==> config.mk <==
export PLATFORM = sky130hd
export DESIGN_NAME = gp_pyramid_engine
export DESIGN_NICKNAME = d
export VERILOG_FILES = /design/src/rtl/gp_pkg.sv /design/src/rtl/gp_slot_sched.sv /design/src/rtl/gp_level_buf.sv /design/src/rtl/gp_conv_pe.sv /design/src/rtl/gp_pyramid_engine.sv
export SDC_FILE = /design/constraint.sdc
export NUM_CORES = 1
export LEC_CHECK = 0
export BUFFER_PORTS_ARGS = -buffer_cell sky130_fd_sc_hd__buf_2
export CAP_MARGIN = 0
export CORE_UTILIZATION = 50
export DETAILED_ROUTE_END_ITERATION = 10
export PLACE_DENSITY = 0.67
export SYNTH_ARGS = -nofsm -noshare
export SYNTH_HDL_FRONTEND = slang
export SYNTH_SLANG_ARGS = --single-unit
==> constraint.sdc <==
create_clock -name clk_i -period 19.5 [get_ports clk_i]
set_clock_uncertainty 0.2 [all_clocks]
set_input_delay 1.95 -clock clk_i [delete_from_list [all_inputs] [get_ports clk_i]]
set_output_delay 1.95 -clock clk_i [all_outputs]
set_load 0.03 [all_outputs]
==> src/rtl/gp_pkg.sv <==
package gp_pkg;
  localparam int PIX_W = 8;
  typedef logic [PIX_W-1:0] pix_t;
  typedef pix_t [2:0] col_t;        // [row]
  typedef pix_t [2:0][2:0] win_t;   // [row][col]

  // slots per rotation owned by a level: coarsest gets 1, each finer one 4x more
  function automatic int slots_for(input int lvl, input int levels);
    return 1 << (2 * (levels - 1 - lvl));
  endfunction

  // first slot of a level: coarser levels come first in the rotation
  function automatic int slot_base(input int lvl, input int levels);
    int b = 0;
    for (int k = lvl + 1; k < levels; k++) b += slots_for(k, levels);
    return b;
  endfunction

  function automatic int rot_len(input int levels);
    int n = 0;
    for (int k = 0; k < levels; k++) n += slots_for(k, levels);
    return n;
  endfunction
endpackage

==> src/rtl/gp_slot_sched.sv <==
module gp_slot_sched
  import gp_pkg::*;
#(
  parameter int LEVELS = 3,
  parameter int LVL_W  = 2
) (
  input  logic             clk_i,
  input  logic             rst_ni,
  output logic [LVL_W-1:0] slot_lvl_o
);
  localparam int ROT = rot_len(LEVELS);
  localparam int CW  = $clog2(ROT);

  logic [CW-1:0] cnt_q;

  always_ff @(posedge clk_i or negedge rst_ni) begin
    if (!rst_ni) cnt_q <= '0;
    else if (cnt_q == CW'(ROT - 1)) cnt_q <= '0;
    else cnt_q <= cnt_q + 1'b1;
  end

  always_comb begin
    slot_lvl_o = '0;
    for (int l = 0; l < LEVELS; l++) begin
      if (int'(cnt_q) >= slot_base(l, LEVELS) &&
          int'(cnt_q) <  slot_base(l, LEVELS) + slots_for(l, LEVELS))
        slot_lvl_o = LVL_W'(l);
    end
  end

  AST_SLOT_ORDER: assert property (@(posedge clk_i) disable iff (!rst_ni)
    (slot_lvl_o != $past(slot_lvl_o)) |->
      ((slot_lvl_o == $past(slot_lvl_o) - 1'b1) ||
       ($past(slot_lvl_o) == '0 && slot_lvl_o == LVL_W'(LEVELS - 1))));
endmodule

==> src/rtl/gp_level_buf.sv <==
module gp_level_buf
  import gp_pkg::*;
#(
  parameter int W = 16,
  parameter int H = 16
) (
  input  logic clk_i,
  input  logic rst_ni,
  input  logic ingest_i,
  input  pix_t pix_i,
  input  logic take_i,
  output win_t win_o,
  output logic win_vld_o
);
  localparam int CW = (W > 1) ? $clog2(W) : 1;
  localparam int RW = (H > 1) ? $clog2(H) : 1;

  logic [CW-1:0] col_q;
  logic [RW-1:0] row_q;
  pix_t lb_a [W];  // previous row
  pix_t lb_b [W];  // row before that
  col_t col_m1_q, col_m2_q, colvec;
  logic done_w;

  always_comb begin
    colvec[0] = (row_q == RW'(1)) ? lb_a[col_q] : lb_b[col_q];  // top edge replicate
    colvec[1] = lb_a[col_q];
    colvec[2] = pix_i;
  end

  assign done_w = ingest_i & row_q[0] & col_q[0];

  always_ff @(posedge clk_i) begin
    if (ingest_i) begin
      lb_b[col_q] <= lb_a[col_q];
      lb_a[col_q] <= pix_i;
    end
  end

  always_ff @(posedge clk_i or negedge rst_ni) begin
    if (!rst_ni) begin
      col_q     <= '0;
      row_q     <= '0;
      col_m1_q  <= '0;
      col_m2_q  <= '0;
      win_o     <= '0;
      win_vld_o <= 1'b0;
    end else begin
      if (ingest_i) begin
        col_m2_q <= col_m1_q;
        col_m1_q <= colvec;
        if (col_q == CW'(W - 1)) begin
          col_q <= '0;
          row_q <= (row_q == RW'(H - 1)) ? '0 : row_q + 1'b1;
        end else begin
          col_q <= col_q + 1'b1;
        end
      end
      if (done_w) begin
        for (int r = 0; r < 3; r++) begin
          win_o[r][0] <= (col_q == CW'(1)) ? col_m1_q[r] : col_m2_q[r];  // left edge replicate
          win_o[r][1] <= col_m1_q[r];
          win_o[r][2] <= colvec[r];
        end
        win_vld_o <= 1'b1;
      end else if (take_i) begin
        win_vld_o <= 1'b0;
      end
    end
  end

  AST_NO_PEND_OVERRUN: assert property (@(posedge clk_i) disable iff (!rst_ni)
    done_w |-> (!win_vld_o || take_i));
endmodule

==> src/rtl/gp_conv_pe.sv <==
module gp_conv_pe
  import gp_pkg::*;
#(
  parameter int LVL_W = 2
) (
  input  logic             clk_i,
  input  logic             rst_ni,
  input  win_t             win_i,
  input  logic             vld_i,
  input  logic [LVL_W-1:0] lvl_i,
  output pix_t             pix_o,
  output logic             vld_o,
  output logic [LVL_W-1:0] lvl_o
);
  localparam int ACC_W = PIX_W + 4;

  logic [ACC_W-1:0] acc, rnd;

  always_comb begin
    acc = '0;
    for (int r = 0; r < 3; r++)
      for (int c = 0; c < 3; c++)
        acc += ACC_W'(win_i[r][c]) << (((r == 1) ? 1 : 0) + ((c == 1) ? 1 : 0));
    rnd = (acc + ACC_W'(8)) >> 4;
  end

  always_ff @(posedge clk_i or negedge rst_ni) begin
    if (!rst_ni) begin
      pix_o <= '0;
      vld_o <= 1'b0;
      lvl_o <= '0;
    end else begin
      vld_o <= vld_i;
      if (vld_i) begin
        pix_o <= rnd[PIX_W-1:0];
        lvl_o <= lvl_i;
      end
    end
  end
endmodule

==> src/rtl/gp_pyramid_engine.sv <==
module gp_pyramid_engine
  import gp_pkg::*;
#(
  parameter int IMG_W  = 16,
  parameter int IMG_H  = 16,
  parameter int LEVELS = 3,
  localparam int LVL_W = $clog2(LEVELS)
) (
  input  logic             clk_i,
  input  logic             rst_ni,
  input  logic [7:0]       pix_i,
  input  logic             pix_valid_i,
  output logic             pix_ready_o,
  output logic [7:0]       out_pix_o,
  output logic             out_valid_o,
  output logic [LVL_W-1:0] out_level_o
);
  localparam int NBUF = LEVELS - 1;

  logic [LVL_W-1:0] slot_lvl;
  win_t             win_s [NBUF];
  logic [LEVELS-1:0] pend_v;
  win_t             pe_win;
  logic             pe_fire;

  gp_slot_sched #(.LEVELS(LEVELS), .LVL_W(LVL_W)) u_sched (
    .clk_i, .rst_ni, .slot_lvl_o(slot_lvl)
  );

  assign pend_v[LEVELS-1] = 1'b0;
  assign pix_ready_o = (slot_lvl == '0) && !pend_v[0];

  for (genvar l = 0; l < NBUF; l++) begin : g_lvl
    logic ingest;
    pix_t din;
    if (l == 0) begin : g_src
      assign ingest = pix_ready_o & pix_valid_i;
      assign din    = pix_i;
    end else begin : g_fb
      assign ingest = out_valid_o && (out_level_o == LVL_W'(l));
      assign din    = out_pix_o;
    end
    gp_level_buf #(.W(IMG_W >> l), .H(IMG_H >> l)) u_buf (
      .clk_i, .rst_ni,
      .ingest_i (ingest),
      .pix_i    (din),
      .take_i   (pe_fire && (slot_lvl == LVL_W'(l + 1))),
      .win_o    (win_s[l]),
      .win_vld_o(pend_v[l])
    );
  end

  // timing mux: slot s filters the window of level s-1; wait if level s still holds an unserved window
  always_comb begin
    pe_fire = 1'b0;
    pe_win  = '0;
    for (int s = 1; s < LEVELS; s++) begin
      if (slot_lvl == LVL_W'(s)) begin
        pe_win  = win_s[s-1];
        pe_fire = pend_v[s-1] && !pend_v[s];
      end
    end
  end

  gp_conv_pe #(.LVL_W(LVL_W)) u_pe (
    .clk_i, .rst_ni,
    .win_i(pe_win),
    .vld_i(pe_fire),
    .lvl_i(slot_lvl),
    .pix_o(out_pix_o),
    .vld_o(out_valid_o),
    .lvl_o(out_level_o)
  );

  AST_OUT_LEVEL: assert property (@(posedge clk_i) disable iff (!rst_ni)
    out_valid_o |-> (out_level_o != '0 && int'(out_level_o) < LEVELS));
  AST_RESULT_SLOT: assert property (@(posedge clk_i) disable iff (!rst_ni)
    out_valid_o |-> ($past(slot_lvl) == out_level_o));
endmodule

==> key figures, run 1 <==
Pwr
  – Power Total: 4.38 mW
  – Leak: 12.6 nW
  – VDD IR max: 0.000109 V
  – Power Dens Cells: 139 nW/um^2

Clocking
  – Worst-path clk slew: 0.06 ns
  – Clock buffer depth: 3
  – Post-CTS setup buffer count: 0
  – Clk root buf: clkbuf_16
  – CTS buffer count: 69
  – CTS sink cnt: 656
  – Hold buffers post-CTS: 0
  – PostCTS Resize Cnt: 0
  – Clk Latency, worst-skew pair: 0.62 ns
  – Htree depth: 3
  – CTS tree: built

Setup path
  – CP Buf/Inv Count: 3
  – CP Cell Sequence: or3_4 > and3_2 > buf_4 > a22o_1 > ha_1 > fa_1 > a21o_1 > a21oi_1 > o21bai_1 > a21oi_1 > xnor2_1 > fa_1 > inv_1 > fa_1 > fa_1 > fa_1 > inv_1 > ha_1 > nand2_1 > or2_2 > o31ai_2 > o211ai_1 > a311oi_1
  – Cell repeated most along the worst path: fa_1
  – CP startpoint kind: flop
  – Largest stage delay on the critical path: 0.50 ns
  – Kind of critical path: reg2reg
  – CP Data Arrival Time: 7.13 ns
  – Slowest library cell on the worst path: fa_1
  – CP max FO: 71
  – Family with the most delay on the worst path: adder cells
  – CP Data Required Time: 19.82 ns
  – Worst Setup End Kind: flop
  – Reg-to-reg slack, setup: 12.68 ns

Yosys
  – Syn_nets: 2238
  – Post-synth EDFFs: 384
  – Avg Cell Area, Syn: 13.3 um^2
  – Ys flop type: edfxtp_1
  – Unique cell type count in the Yosys netlist: 66
  – Seq/Total Area, Yosys: 64.3%
  – Syn. warnings: 0
  – Mapped Cells: 2139
  – Synth Cell Area: 28500 um^2
  – Synth async-reset ratio: 41.5%
  – Synth Register Bits: 656

Timing
  – Final slew viol count: 0
  – Actual slew at the worst max-slew pin: 1.34 ns
  – RSZ-0062 raised after global routing: false
  – Total Neg Setup Slack: 0 ns
  – Final setup vio count: 0
  – Hold_ws: 0.274 ns
  – Final hold vios: 0
  – Fin crit period: 6.82 ns
  – Worst slew margin: 10.4%
  – Period utilization: 35.0%
  – Fmax: 0.147 GHz

Cells and area
  – Fin util: 55.9%
  – Final #Nets: 2233
  – ANT cells: 0
  – Fin area: 31500 um^2
  – Area grow syn2layout: 10.5%
  – Fill count: 4615
  – Share of layout cells above drive strength 1: 13.7%

Global route
  – First-pass GRT wire length: 101000 um
  – Vias in the first global route: 17000
  – Initial antenna violation count: 1
  – GRT Residual Overflow: 0
  – Pin count of the biggest net entering global routing: 99
  – GRT Util Overall: 23.5%

Worst hold path
  – Worst Hold Class: reg2reg

Route
  – Vias per inst: 5.72
  – Iter 0 DRT Violations: 1425
  – WL/cell: 22.2 um
  – Number of remaining DRC errors: 0
  – Final WL: 65300 um
  – Vias: 16900
  – Antenna-violating nets left: 0
  – First-pass DRT Iterations: 6

Die
  – Die Height: 241 um
  – Die area: 58000 um^2
  – Die width: 241 um
  – Initial core utilization: 50.6%
  – Core Rows: 87
  – CORE AREA: 56400 um^2
  – I/O pin cnt: 23

Job
  – Max cap viols: 0

Placement
  – Area after DPL: 29300 um^2
  – Routability cong.: 0.846
  – DP HPWL: 41300 um
  – Port-buffer cells: 22

Status
  – Run status: finished clean
-- kinds of logic (layout without fill, tap and decap cells) --
group,after synthesis,in the layout,share of synthesized area (%)
XOR/XNOR,15,15,0.461
buffers and inverters,218,268,3.43
adder cells (fa/ha/maj),88,88,5.12
AO/OA/AOI/OAI,344,344,7.89
multiplexers,211,211,10.0
AND/OR/NAND/NOR,607,607,8.79
flip-flops,656,656,64.3
-- metal layers --
metal	vias to the layer above	routed length, um	share of wire [%]	GRT usage, %
met5	-	17	0.026	0
met4	2	1930	3.0	8.42
met3	124	4560	7.0	4.39
met2	525	30000	46	35.8
met1	8553	28800	44	33.8
li1	7648	-	-	-
-- power breakdown --
part / switching (mW) / internal (mW)
sequential: 0.200 / 1.82
clock: 0.553 / 0.745
combinational: 0.693 / 0.369
-- cells in the final DEF, fill, tap and decap left out, types with 54 or more instances in the layout --
cell and n:
mux2i_1 100, o21ai_1 79, inv_1 84, dfrtp_1 268, mux4_2 54, o21ai_0 71
clkbuf_16 69, a22o_1 70, nand2_1 476, edfxtp_1 384
-- flip-flops by register name (all words and copies together), names as in the netlist --
name and count:
g_lvl.u_buf.col_m1_q 48, g_lvl.u_buf.col_m2_q 48, g_lvl.u_buf.col_q 7, g_lvl.u_buf.lb_a 192, g_lvl.u_buf.lb_b 192, g_lvl.u_buf.row_q 7, g_lvl.u_buf.win_o 144, g_lvl.u_buf.win_vld_o 2
u_pe.lvl_o 2, u_pe.pix_o 8, u_pe.vld_o 1, u_sched.cnt_q 5
-- final cells by class --
cell class | count | area (um^2) | share of cell area [%]
well taps | 756 | 946 | 3.00
inverters | 88 | 330 | 1.05
clock inverters | 37 | 405 | 1.29
clock buffers | 89 | 1840 | 5.84
repair buffers | 54 | 360 | 1.14
multi-input cells | 1265 | 9290 | 29.5
flip-flops and latches | 656 | 18300 | 58.2
-- per-stage QoR --
step / worst slack (ns) / instances
2_1_floorplan: 13.20 / 2139
3_3_place_gp: 12.79 / 2819
3_5_place_dp: 12.73 / 2819
4_1_cts: 12.71 / 2945
5_1_grt: 12.29 / 2945
6_report: 12.68 / 2945
-- cells in the mapped netlist (all sizes together) (46+ instances only) --
cell / number / share of area, %
buf: 72 / 1.5
nand2: 477 / 6.3
fa: 48 / 3.4
mux2i: 100 / 3.5
dfrtp: 272 / 24
inv: 88 / 1.2
edfxtp: 384 / 40
mux2: 57 / 2.3
a22o: 70 / 2.1
mux4: 54 / 4.3
nor2: 46 / 0.61
clkbuf: 58 / 0.77
o21ai: 150 / 2.6
-- path summary, 6_finish.rpt --
check / from / to / cells past startpoint
worst min register to register: g_lvl[0].u_buf.col_m2_q[3]$_DFFE_PN0P_ / g_lvl[0].u_buf.col_m2_q[3]$_DFFE_PN0P_ / 2
max in group asynchronous: rst_ni / g_lvl[1].u_buf.col_m2_q[2]$_DFFE_PN0P_ / 3
worst max register to register: u_sched.cnt_q[0]$_DFF_PN0_ / u_pe.pix_o[6]$_DFFE_PN0P_ / 23
min in group asynchronous: rst_ni / g_lvl[1].u_buf.col_q[2]$_DFFE_PN0P_ / 1
worst max-delay path: u_sched.cnt_q[0]$_DFF_PN0_ / u_pe.pix_o[6]$_DFFE_PN0P_ / 23
worst min-delay path: g_lvl[0].u_buf.col_m2_q[3]$_DFFE_PN0P_ / g_lvl[0].u_buf.col_m2_q[3]$_DFFE_PN0P_ / 2
-- worst reg2reg max path: stages (launching register included) --
cell,delay [ns]
dfrtp_1,0.44
or3_4,0.45
and3_2,0.21
buf_4,0.33
a22o_1,0.32
ha_1,0.23
fa_1,0.47
a21o_1,0.18
a21oi_1,0.22
o21bai_1,0.10
a21oi_1,0.23
xnor2_1,0.17
fa_1,0.45
inv_1,0.08
fa_1,0.43
fa_1,0.48
fa_1,0.50
inv_1,0.04
ha_1,0.33
nand2_1,0.12
or2_2,0.34
o31ai_2,0.08
o211ai_1,0.13
a311oi_1,0.20
(Power assumes the default switching activity.)
==> run 2, diff against run 1 <==
clock period = 6.91 ns   (was 19.5 ns; I/O delays follow)
==> key figures, run 2 (synthesis results as in run 1) <==
Timing
  – Worst slew margin: 16.1%
  – Final hold vios: 0
  – Final slew viol count: 0
  – Actual slew at the worst max-slew pin: 1.25 ns
  – Total Neg Setup Slack: 0 ns
  – Period utilization: 92.4%
  – Final setup vio count: 0
  – RSZ-0062 raised after global routing: false
  – Fmax: 0.157 GHz
  – Fin crit period: 6.38 ns

Setup path
  – CP startpoint kind: flop
  – Worst Setup End Kind: flop
  – CP Data Arrival Time: 6.70 ns
  – CP max FO: 30
  – Kind of critical path: reg2reg
  – CP Data Required Time: 7.23 ns

Pwr
  – Power Dens Cells: 387 nW/um^2
  – Leak: 12.6 nW
  – VDD IR max: 0.000274 V

Clocking
  – CTS tree: built
  – Clk root buf: clkbuf_16
  – Clk Latency, worst-skew pair: 0.61 ns
  – CTS sink cnt: 656
  – PostCTS Resize Cnt: 0
  – Worst-path clk slew: 0.06 ns
  – CTS buffer count: 68
  – Htree depth: 3
  – Clock buffer depth: 3

Global route
  – GRT Util Overall: 23.2%
  – Grt met1 use: 33.4%
  – Pin count of the biggest net entering global routing: 103
  – Vias in the first global route: 16800
  – M3 GR Usage: 4.12%
  – Initial antenna violation count: 1
  – Gr busiest metal: met2
  – First-pass GRT wire length: 100000 um
  – GRT Residual Overflow: 0
  – M2 GR Usage: 36.0%

Die
  – CORE AREA: 56400 um^2
  – Die Height: 241 um
  – Core Rows: 87
  – I/O pin cnt: 23
  – Die width: 241 um
  – Initial core utilization: 50.6%
  – Die area: 58000 um^2

Cells and area
  – Most frequent cells in the layout: nand2_1 (476), edfxtp_1 (384), dfrtp_1 (268), mux2i_1 (100), inv_1 (84)
  – Fin area: 31400 um^2
  – ANT cells: 0
  – Most common cell after layout, fill and taps aside: nand2_1
  – Largest regs: g_lvl.u_buf.lb_a x192, g_lvl.u_buf.lb_b x192, g_lvl.u_buf.win_o x144
  – Final #Nets: 2237
  – Area grow syn2layout: 10.1%
  – Share of layout cells above drive strength 1: 13.5%
  – Fill count: 4602

Route
  – Antenna-violating nets left: 0
  – WL/cell: 22.1 um
  – Final WL: 65000 um
  – Vias: 16900
  – Number of remaining DRC errors: 0
  – Iter 0 DRT Violations: 1527
  – Vias per inst: 5.72
  – First-pass DRT Iterations: 5

Worst hold path
  – Worst Hold Class: in2reg

Placement
  – DP HPWL: 41300 um
  – Routability cong.: 0.876
  – Port-buffer cells: 22
  – Area after DPL: 29300 um^2

Job
  – Max cap viols: 0

Status
  – Run status: finished clean
-- run 2: final timing paths --
kind / from / end / slack (ns) / depth (start not counted)
worst min register to register: g_lvl[1].u_buf.col_m2_q[11]$_DFFE_PN0P_ / g_lvl[1].u_buf.col_m2_q[11]$_DFFE_PN0P_ / 0.27 / 2
worst max register to register: u_sched.cnt_q[0]$_DFF_PN0_ / u_pe.pix_o[6]$_DFFE_PN0P_ / 0.53 / 22
max in group asynchronous: rst_ni / g_lvl[1].u_buf.win_o[53]$_DFFE_PN0P_ / 4.48 / 3
worst min-delay path: pix_i[1] / g_lvl[0].u_buf.col_m1_q[17]$_DFFE_PN0P_ / 0.26 / 3
worst max-delay path: u_sched.cnt_q[0]$_DFF_PN0_ / u_pe.pix_o[6]$_DFFE_PN0P_ / 0.53 / 22
min in group asynchronous: rst_ni / g_lvl[1].u_buf.col_q[2]$_DFFE_PN0P_ / 0.50 / 2
-- run 2: report_power, final --
| part | internal (mW) | switching, mW | total [mW] |
|---|---|---|---|
| sequential | 5.13 | 0.536 | 5.66 |
| clock | 1.97 | 1.52 | 3.48 |
| combinational | 1.05 | 1.96 | 3.01 |
| total | 8.15 | 4.01 | 12.2 |
-- run 2: timing repair --
item                                   in CTS  in global routing
endpoints found under the hold margin      93                  0
setup buffers                               0                  0
hold buffers                                1                  0
-- run 2: critical path: stages (launching register included) --
cell,delay (ns)
dfrtp_1,0.45
or3_4,0.45
and3_2,0.24
buf_4,0.23
a22o_1,0.25
fa_1,0.44
a21o_1,0.18
a21oi_1,0.22
o21bai_1,0.10
a21oi_1,0.21
xnor2_1,0.11
fa_1,0.48
inv_1,0.05
fa_1,0.50
fa_1,0.43
fa_1,0.49
inv_1,0.04
ha_1,0.34
nand2_1,0.12
or2_2,0.34
o31ai_2,0.09
o211ai_1,0.14
a311oi_1,0.20
-- run 2: final cells by class --
cell class,count,area [um^2],share of cell area (%)
Clock buffer,100,1940,6.18
Clock inverter,22,166,0.530
Inverter,88,330,1.05
Multi-Input combinational cell,1265,9290,29.6
Sequential cell,656,18300,58.4
Tap cell,756,946,3.01
Timing Repair Buffer,59,400,1.27
-- run 2: metrics by stage --
step	hold slack (ns)	util (%)	setup slack, ns	std cells	power, mW
floorplan	0.195	-	0.606	2139	7.70
global placement	0.256	52.0	0.604	2823	8.66
detailed placement	0.261	52.0	0.534	2823	8.76
CTS	0.235	55.7	0.513	2946	12.2
global route	0.272	55.7	0.145	2946	12.7
finish	0.258	55.7	0.526	2946	12.2
-- run 2: metal layers --
layer	wire, um	vias to the layer above	part of all wire, %
met5	13	-	0.020
met4	1590	2	2.4
met3	4230	107	6.5
met2	30200	518	47
met1	28900	8588	44
li1	-	7645	-
